==> src/rtl/stereo_gain_limiter.sv <==
module stereo_gain_limiter #(
  parameter int SW = 16,
  parameter int GW = 7,
  parameter int OW = 7,
  parameter int TW = 8,
  parameter int CW = 4
) (
  input  logic          clk,
  input  logic          rst_n,
  input  logic          en,
  input  logic          restart,
  input  logic          s_valid,
  input  logic [SW-1:0] s_left,
  input  logic [SW-1:0] s_right,
  input  logic [GW-1:0] init_gain_l,
  input  logic [GW-1:0] init_gain_r,
  input  logic [SW-1:0] atk_thr,
  input  logic [SW-1:0] rec_thr,
  input  logic [TW-1:0] atk_ivl,
  input  logic [TW-1:0] rec_ivl,
  input  logic          both_mode,
  input  logic [1:0]    rec_mode,
  input  logic [CW-1:0] cnt_limit,
  output logic [GW-1:0] gain_l,
  output logic [GW-1:0] gain_r,
  output logic          attacking,
  output logic          frozen
);
  localparam logic [OW-1:0] OFF_MAX = '1;
  localparam logic [1:0] M_NORMAL = 2'd1;
  localparam logic [1:0] M_LIMITED = 2'd2;

  logic [GW-1:0] c_gl, c_gr;
  logic [SW-1:0] c_atk, c_rec;
  logic [TW-1:0] c_ai, c_ri;
  logic          c_both;
  logic [1:0]    c_mode;
  logic [CW-1:0] c_lim;

  logic [OW-1:0] off;
  logic [TW-1:0] atk_tmr, rec_tmr;
  logic          rec_hit;
  logic [CW-1:0] cnt;

  logic [SW-1:0] mag_l, mag_r;
  logic          aov, rov, hit;
  logic [OW-1:0] off_inc;

  assign mag_l = s_left[SW-1]  ? SW'(0) - s_left  : s_left;
  assign mag_r = s_right[SW-1] ? SW'(0) - s_right : s_right;
  assign aov = c_both ? (mag_l > c_atk && mag_r > c_atk) : (mag_l > c_atk || mag_r > c_atk);
  assign rov = c_both ? (mag_l > c_rec && mag_r > c_rec) : (mag_l > c_rec || mag_r > c_rec);
  assign hit = rec_hit | rov;
  assign off_inc = (off == OFF_MAX) ? off : off + OW'(1);

  assign gain_l = (32'(c_gl) > 32'(off)) ? GW'(32'(c_gl) - 32'(off)) : '0;
  assign gain_r = (32'(c_gr) > 32'(off)) ? GW'(32'(c_gr) - 32'(off)) : '0;

  always_ff @(posedge clk or negedge rst_n) begin
    if (!rst_n) begin
      c_gl <= '0; c_gr <= '0; c_atk <= '0; c_rec <= '0;
      c_ai <= '0; c_ri <= '0; c_both <= 1'b0; c_mode <= '0; c_lim <= '0;
      off <= '0; atk_tmr <= '0; rec_tmr <= '0; rec_hit <= 1'b0; cnt <= '0;
      attacking <= 1'b0; frozen <= 1'b0;
    end else if (!en || restart) begin
      if (!en) begin
        c_gl <= init_gain_l; c_gr <= init_gain_r; c_atk <= atk_thr; c_rec <= rec_thr;
        c_ai <= atk_ivl; c_ri <= rec_ivl; c_both <= both_mode; c_mode <= rec_mode;
        c_lim <= cnt_limit;
      end
      off <= '0; atk_tmr <= '0; rec_tmr <= '0; rec_hit <= 1'b0; cnt <= '0;
      attacking <= 1'b0; frozen <= 1'b0;
    end else if (s_valid) begin
      if (attacking) begin
        if (atk_tmr != c_ai) begin
          atk_tmr <= atk_tmr + TW'(1);
        end else if (aov) begin
          off <= off_inc;
          atk_tmr <= '0;
        end else begin
          attacking <= 1'b0;
          rec_tmr <= '0;
          rec_hit <= 1'b0;
        end
      end else if (aov) begin
        off <= off_inc;
        attacking <= 1'b1;
        atk_tmr <= '0;
        cnt <= '0;
        frozen <= 1'b0;
      end else if (rec_tmr != c_ri) begin
        rec_tmr <= rec_tmr + TW'(1);
        rec_hit <= hit;
      end else begin
        rec_tmr <= '0;
        rec_hit <= 1'b0;
        case (c_mode)
          M_NORMAL: if (!hit && off != '0) off <= off - OW'(1);
          M_LIMITED:
            if (!frozen) begin
              if (hit) begin
                cnt <= cnt + CW'(1);
                if ({1'b0, cnt} + (CW+1)'(1) >= {1'b0, c_lim}) frozen <= 1'b1;
              end else if (off != '0) begin
                off <= off - OW'(1);
              end
            end
          default: ;
        endcase
      end
    end
  end

  assert_one_step_R1: assert property (@(posedge clk) disable iff (!rst_n)
    (en && !restart) |=> ({1'b0, off} == {1'b0, $past(off)} ||
                          {1'b0, off} == {1'b0, $past(off)} + (OW+1)'(1) ||
                          {1'b0, off} + (OW+1)'(1) == {1'b0, $past(off)}));

  assert_attack_no_drop_R2: assert property (@(posedge clk) disable iff (!rst_n)
    (en && !restart && attacking) |=> (off >= $past(off)));

  assert_equal_loss_R3: assert property (@(posedge clk) disable iff (!rst_n)
    (gain_l != '0 && gain_r != '0) |-> (c_gl - gain_l == c_gr - gain_r));

  assert_cfg_hold_R5: assert property (@(posedge clk) disable iff (!rst_n)
    en |=> ($stable(c_gl) && $stable(c_gr) && $stable(c_mode) && $stable(c_atk) && $stable(c_both)));

  assert_no_recover_R6: assert property (@(posedge clk) disable iff (!rst_n)
    (en && !restart && (c_mode == 2'd0 || c_mode == 2'd3)) |=> (off >= $past(off)));

  assert_frozen_mode_R9: assert property (@(posedge clk) disable iff (!rst_n)
    frozen |-> (c_mode == M_LIMITED && !attacking));

  assert_clear_R11: assert property (@(posedge clk) disable iff (!rst_n)
    (!en || restart) |=> (off == '0 && !attacking && !frozen));
endmodule

==> config.mk <==
export PLATFORM = sky130hd
export DESIGN_NAME = stereo_gain_limiter
export DESIGN_NICKNAME = d
export VERILOG_FILES = /design/src/rtl/stereo_gain_limiter.sv
export SDC_FILE = /design/constraint.sdc
export NUM_CORES = 1
export LEC_CHECK = 0
export BUFFER_PORTS_ARGS = -buffer_cell sky130_fd_sc_hd__buf_2
export CAP_MARGIN = 20
export CORE_AREA = 2 2 126 128
export CTS_CLUSTER_SIZE = 14
export DETAILED_ROUTE_END_ITERATION = 7
export DIE_AREA = 0 0 128 130
export GPL_ROUTABILITY_DRIVEN = 0
export GPL_TIMING_DRIVEN = 0
export PLACE_DENSITY_LB_ADDON = 0.2
export SYNTH_ARGS = -nofsm -noshare
export SYNTH_HDL_FRONTEND = slang
export SYNTH_SLANG_ARGS = --single-unit
==> constraint.sdc <==
create_clock -name clk -period 8.27 [get_ports clk]
set_clock_uncertainty 0.15 [all_clocks]
set_input_delay 2.481 -clock clk [delete_from_list [all_inputs] [get_ports clk]]
set_output_delay 2.481 -clock clk [all_outputs]
set_load 0.01 [all_outputs]
==> out/results.tsv <==
stage	metric	value	unit
placement	placed cell area	8310	µm²
floorplanning	die area	16600	µm²
clock_tree	hold buffers post-CTS	0	
finish	most common cell after layout, fill and taps aside	buf_2	
synth	post-synthesis sequential area ratio	0.333	
synth	post-synth net total	976	
route	# DRC	0	
finish	Synth-to-Final Area Change	16.1	%
worst_hold_path	HP Class	flip-flop to flip-flop	
finish	Seq. cell area	2480	µm²
grt	initial antenna violation count	0	
synth	synthesized area	7450	µm²
synth	cells after synthesis	776	
pwr	power per cell area	170	nW/µm²
finish	most frequent cells in the layout	buf_2 (120), dfrtp_1 (99), ha_1 (92)	
route	vias per cell	5.55	
worst_setup_path	critical path arrival	7.14	ns
clock_tree	clk_lat worst skew	0.35	ns
floorplanning	Die Span Y	130	µm
finish	Multi-input gate area	4630	µm²
sta	Max Fclk	142	MHz
clock_tree	Max Root-Sink Buffers	2	
finish	# nets final	1107	
clock_tree	H-tree depth	3	
clock_tree	CTS root buffer	clkbuf_16	
sta	crit share post-route	0.853	
floorplanning	Core ar.	15400	µm²
synth	average size of a mapped cell	9.60	µm²
clock_tree	number of clock sinks	99	
finish	non-filler cells, final	1104	
worst_setup_path	Worst EP required	8.36	ns
clock_tree	Worst-path clk slew	0.07	ns
synth	EDFF count, synth	0	
placement	# port buffers	119	
floorplanning	# IOs	122	
sta	hold_ws	0.355	ns
finish	fin area	8650	µm²
sta	setup violators final	0	
pwr	Worst VDD drop	0.0942	mV
sta	Hold Fails Final Rpt	0	
finish	fin util	0.561	
clock_tree	post_cts resized	0	
grt	all-layer global routing usage	0.218	
sta	Worst slew margin	0.471	
route	Routed Antenna Nets	0	
grt	grt ovf	0	
worst_setup_path	startpoint types	input port	
floorplanning	Starting Density	0.483	
worst_setup_path	CP max FO	7	
finish	layout cells sized above 1	0.246	
finish	Layout fillers	1452	
sta	Setup TNS	0	ns
sta	RSZ-0062 raised after global routing	no	
route	Detailed Routing Iterations Pass 1	4	
floorplanning	FP Rows	46	
synth	Async SR Flop Fraction	1.00	
sta	Final min period	7.05	ns
floorplanning	Die W	128	µm
synth	Yosys warnings	0	
synth	number of synthesized register bits	99	
route	DRT iter0 DRCs	313	
run	number of max-cap violations	0	
sta	Final Max Tran Viols	0	
route	drt wl/cell	15.9	µm
synth	Yosys cell types	64	
worst_setup_path	WS Path Type	input port to flip-flop	
grt	pin count of the biggest net entering global routing	68	
placement	dpl hpwl	13900	µm
route	Post-Route WL	17500	µm
run_status	status	finished, final reports clean	
grt	first-pass GRT wire length	28700	µm
clock_tree	# Post-CTS Setup Buffers	0	
route	vias post-DR	6127	
sta	worst-margin pin slew	0.793	ns
finish	diode count	0	
placement	Inst Count DP	1088	
pwr	Pleak	4.00	nW
clock_tree	CTS tree	built	
clock_tree	TritonCTS buffer count	9	
worst_setup_path	Crit. End Element	flip-flop	
synth	top_reg_cell synth	dfrtp_1	
grt	vias in the first global route	5880	
## layout make-up
type	count	share of cell area
multi-input cells	587	0.535
clock inverters	7	0.0124
repair buffers	120	0.0724
inverters	71	0.0308
well taps	192	0.0278
flip-flops and latches	99	0.287
plain buffers	19	0.00854
clock buffers	9	0.0260
## where the power goes
part           total [mW]  switching (mW)  internal [mW]
clock               0.475           0.203          0.271
combinational       0.444           0.245          0.199
sequential          0.547          0.0258          0.521
total                1.47           0.474          0.992
## flip-flops by register name, indices dropped and copies added (netlist names), 7 cells and up
signal   flops
c_ai         8
rec_tmr      8
c_ri         8
c_gl         7
atk_tmr      8
c_gr         7
off          7
c_atk       16
c_rec       16
## final timing paths
check,endpoint,slack [ns],depth (start not counted),startpoint
setup / recovery,off[4]$_DFFE_PN0P_,1.22,15,s_left[5]
hold / removal,c_rec[11]$_DFFE_PN0P_,0.36,1,c_rec[11]$_DFFE_PN0P_
setup reg to reg,off[3]$_DFFE_PN0P_,4.94,11,c_atk[1]$_DFFE_PN0P_
hold reg to reg,c_rec[11]$_DFFE_PN0P_,0.36,1,c_rec[11]$_DFFE_PN0P_
max in group asynchronous,c_rec[10]$_DFFE_PN0P_,5.35,2,rst_n
min in group asynchronous,c_ri[0]$_DFFE_PN0P_,1.92,1,rst_n
## stage by stage
step                setup WS, ns  power (mW)
floorplan                   1.56       0.858
finish                      1.22        1.47
detailed placement         0.915        1.00
global route               0.899        1.56
global placement           0.941       0.989
CTS                         1.27        1.48
## worst max-delay path, stage by stage
cell and delay, ns:
buf_2 0.11, or4_1 0.55, or3_1 0.42, or4_1 0.44, o41ai_1 0.31, xnor2_1 0.19, ha_1 0.35, nand4_1 0.18
a2111o_1 0.39, a31oi_2 0.30, nand3_2 0.20, and3_1 0.23, a221oi_2 0.54, o21ai_1 0.15, a32o_1 0.29
## kinds of logic after synthesis
kind of cell | Yosys count | share of synthesized area
simple gates | 210 | 0.147
compound gates | 150 | 0.134
flops | 99 | 0.333
fa+ha+maj | 94 | 0.160
buf+inv | 90 | 0.0457
mux | 78 | 0.116
xor+xnor | 55 | 0.0647
## layer usage
metal / share of wire / GRT usage / vias up
met1: 0.46 / 0.290 / 2923
met5: 0 / 0 / -
met3: 0.037 / 0.0340 / 19
met2: 0.49 / 0.376 / 121
li1: - / - / 3064
met4: 0.015 / 0.0562 / 0
## synth_stat cells, drive strengths merged, types with 2 or more instances
cell type / n / share of area
buf: 5 / 0.0029
a221oi: 6 / 0.0087
a21o: 8 / 0.0081
nand2: 44 / 0.022
a22o: 2 / 0.0024
fa: 2 / 0.0054
xnor2: 51 / 0.060
nor2: 46 / 0.023
and3: 6 / 0.0050
o211ai: 6 / 0.0067
nand2b: 11 / 0.0092
mux2i: 9 / 0.012
dfrtp: 99 / 0.33
a21boi: 2 / 0.0020
a31o: 2 / 0.0024
mux2: 69 / 0.10
o21ai: 36 / 0.024
a21oi: 48 / 0.032
nor3: 16 / 0.012
o21bai: 2 / 0.0020
clkbuf: 14 / 0.0071
a31oi: 3 / 0.0034
xor2: 4 / 0.0047
o31ai: 12 / 0.012
ha: 92 / 0.15
nand3: 22 / 0.016
nand4: 24 / 0.020
a211oi: 4 / 0.0040
inv: 71 / 0.036
nor4: 5 / 0.0042
nor4bb: 2 / 0.0027
a22oi: 2 / 0.0039
or3: 7 / 0.0059
or2: 2 / 0.0017
o41ai: 4 / 0.0047
or4: 7 / 0.0071
nor2b: 12 / 0.010
Note: power is estimated with default switching activity, not from simulation.
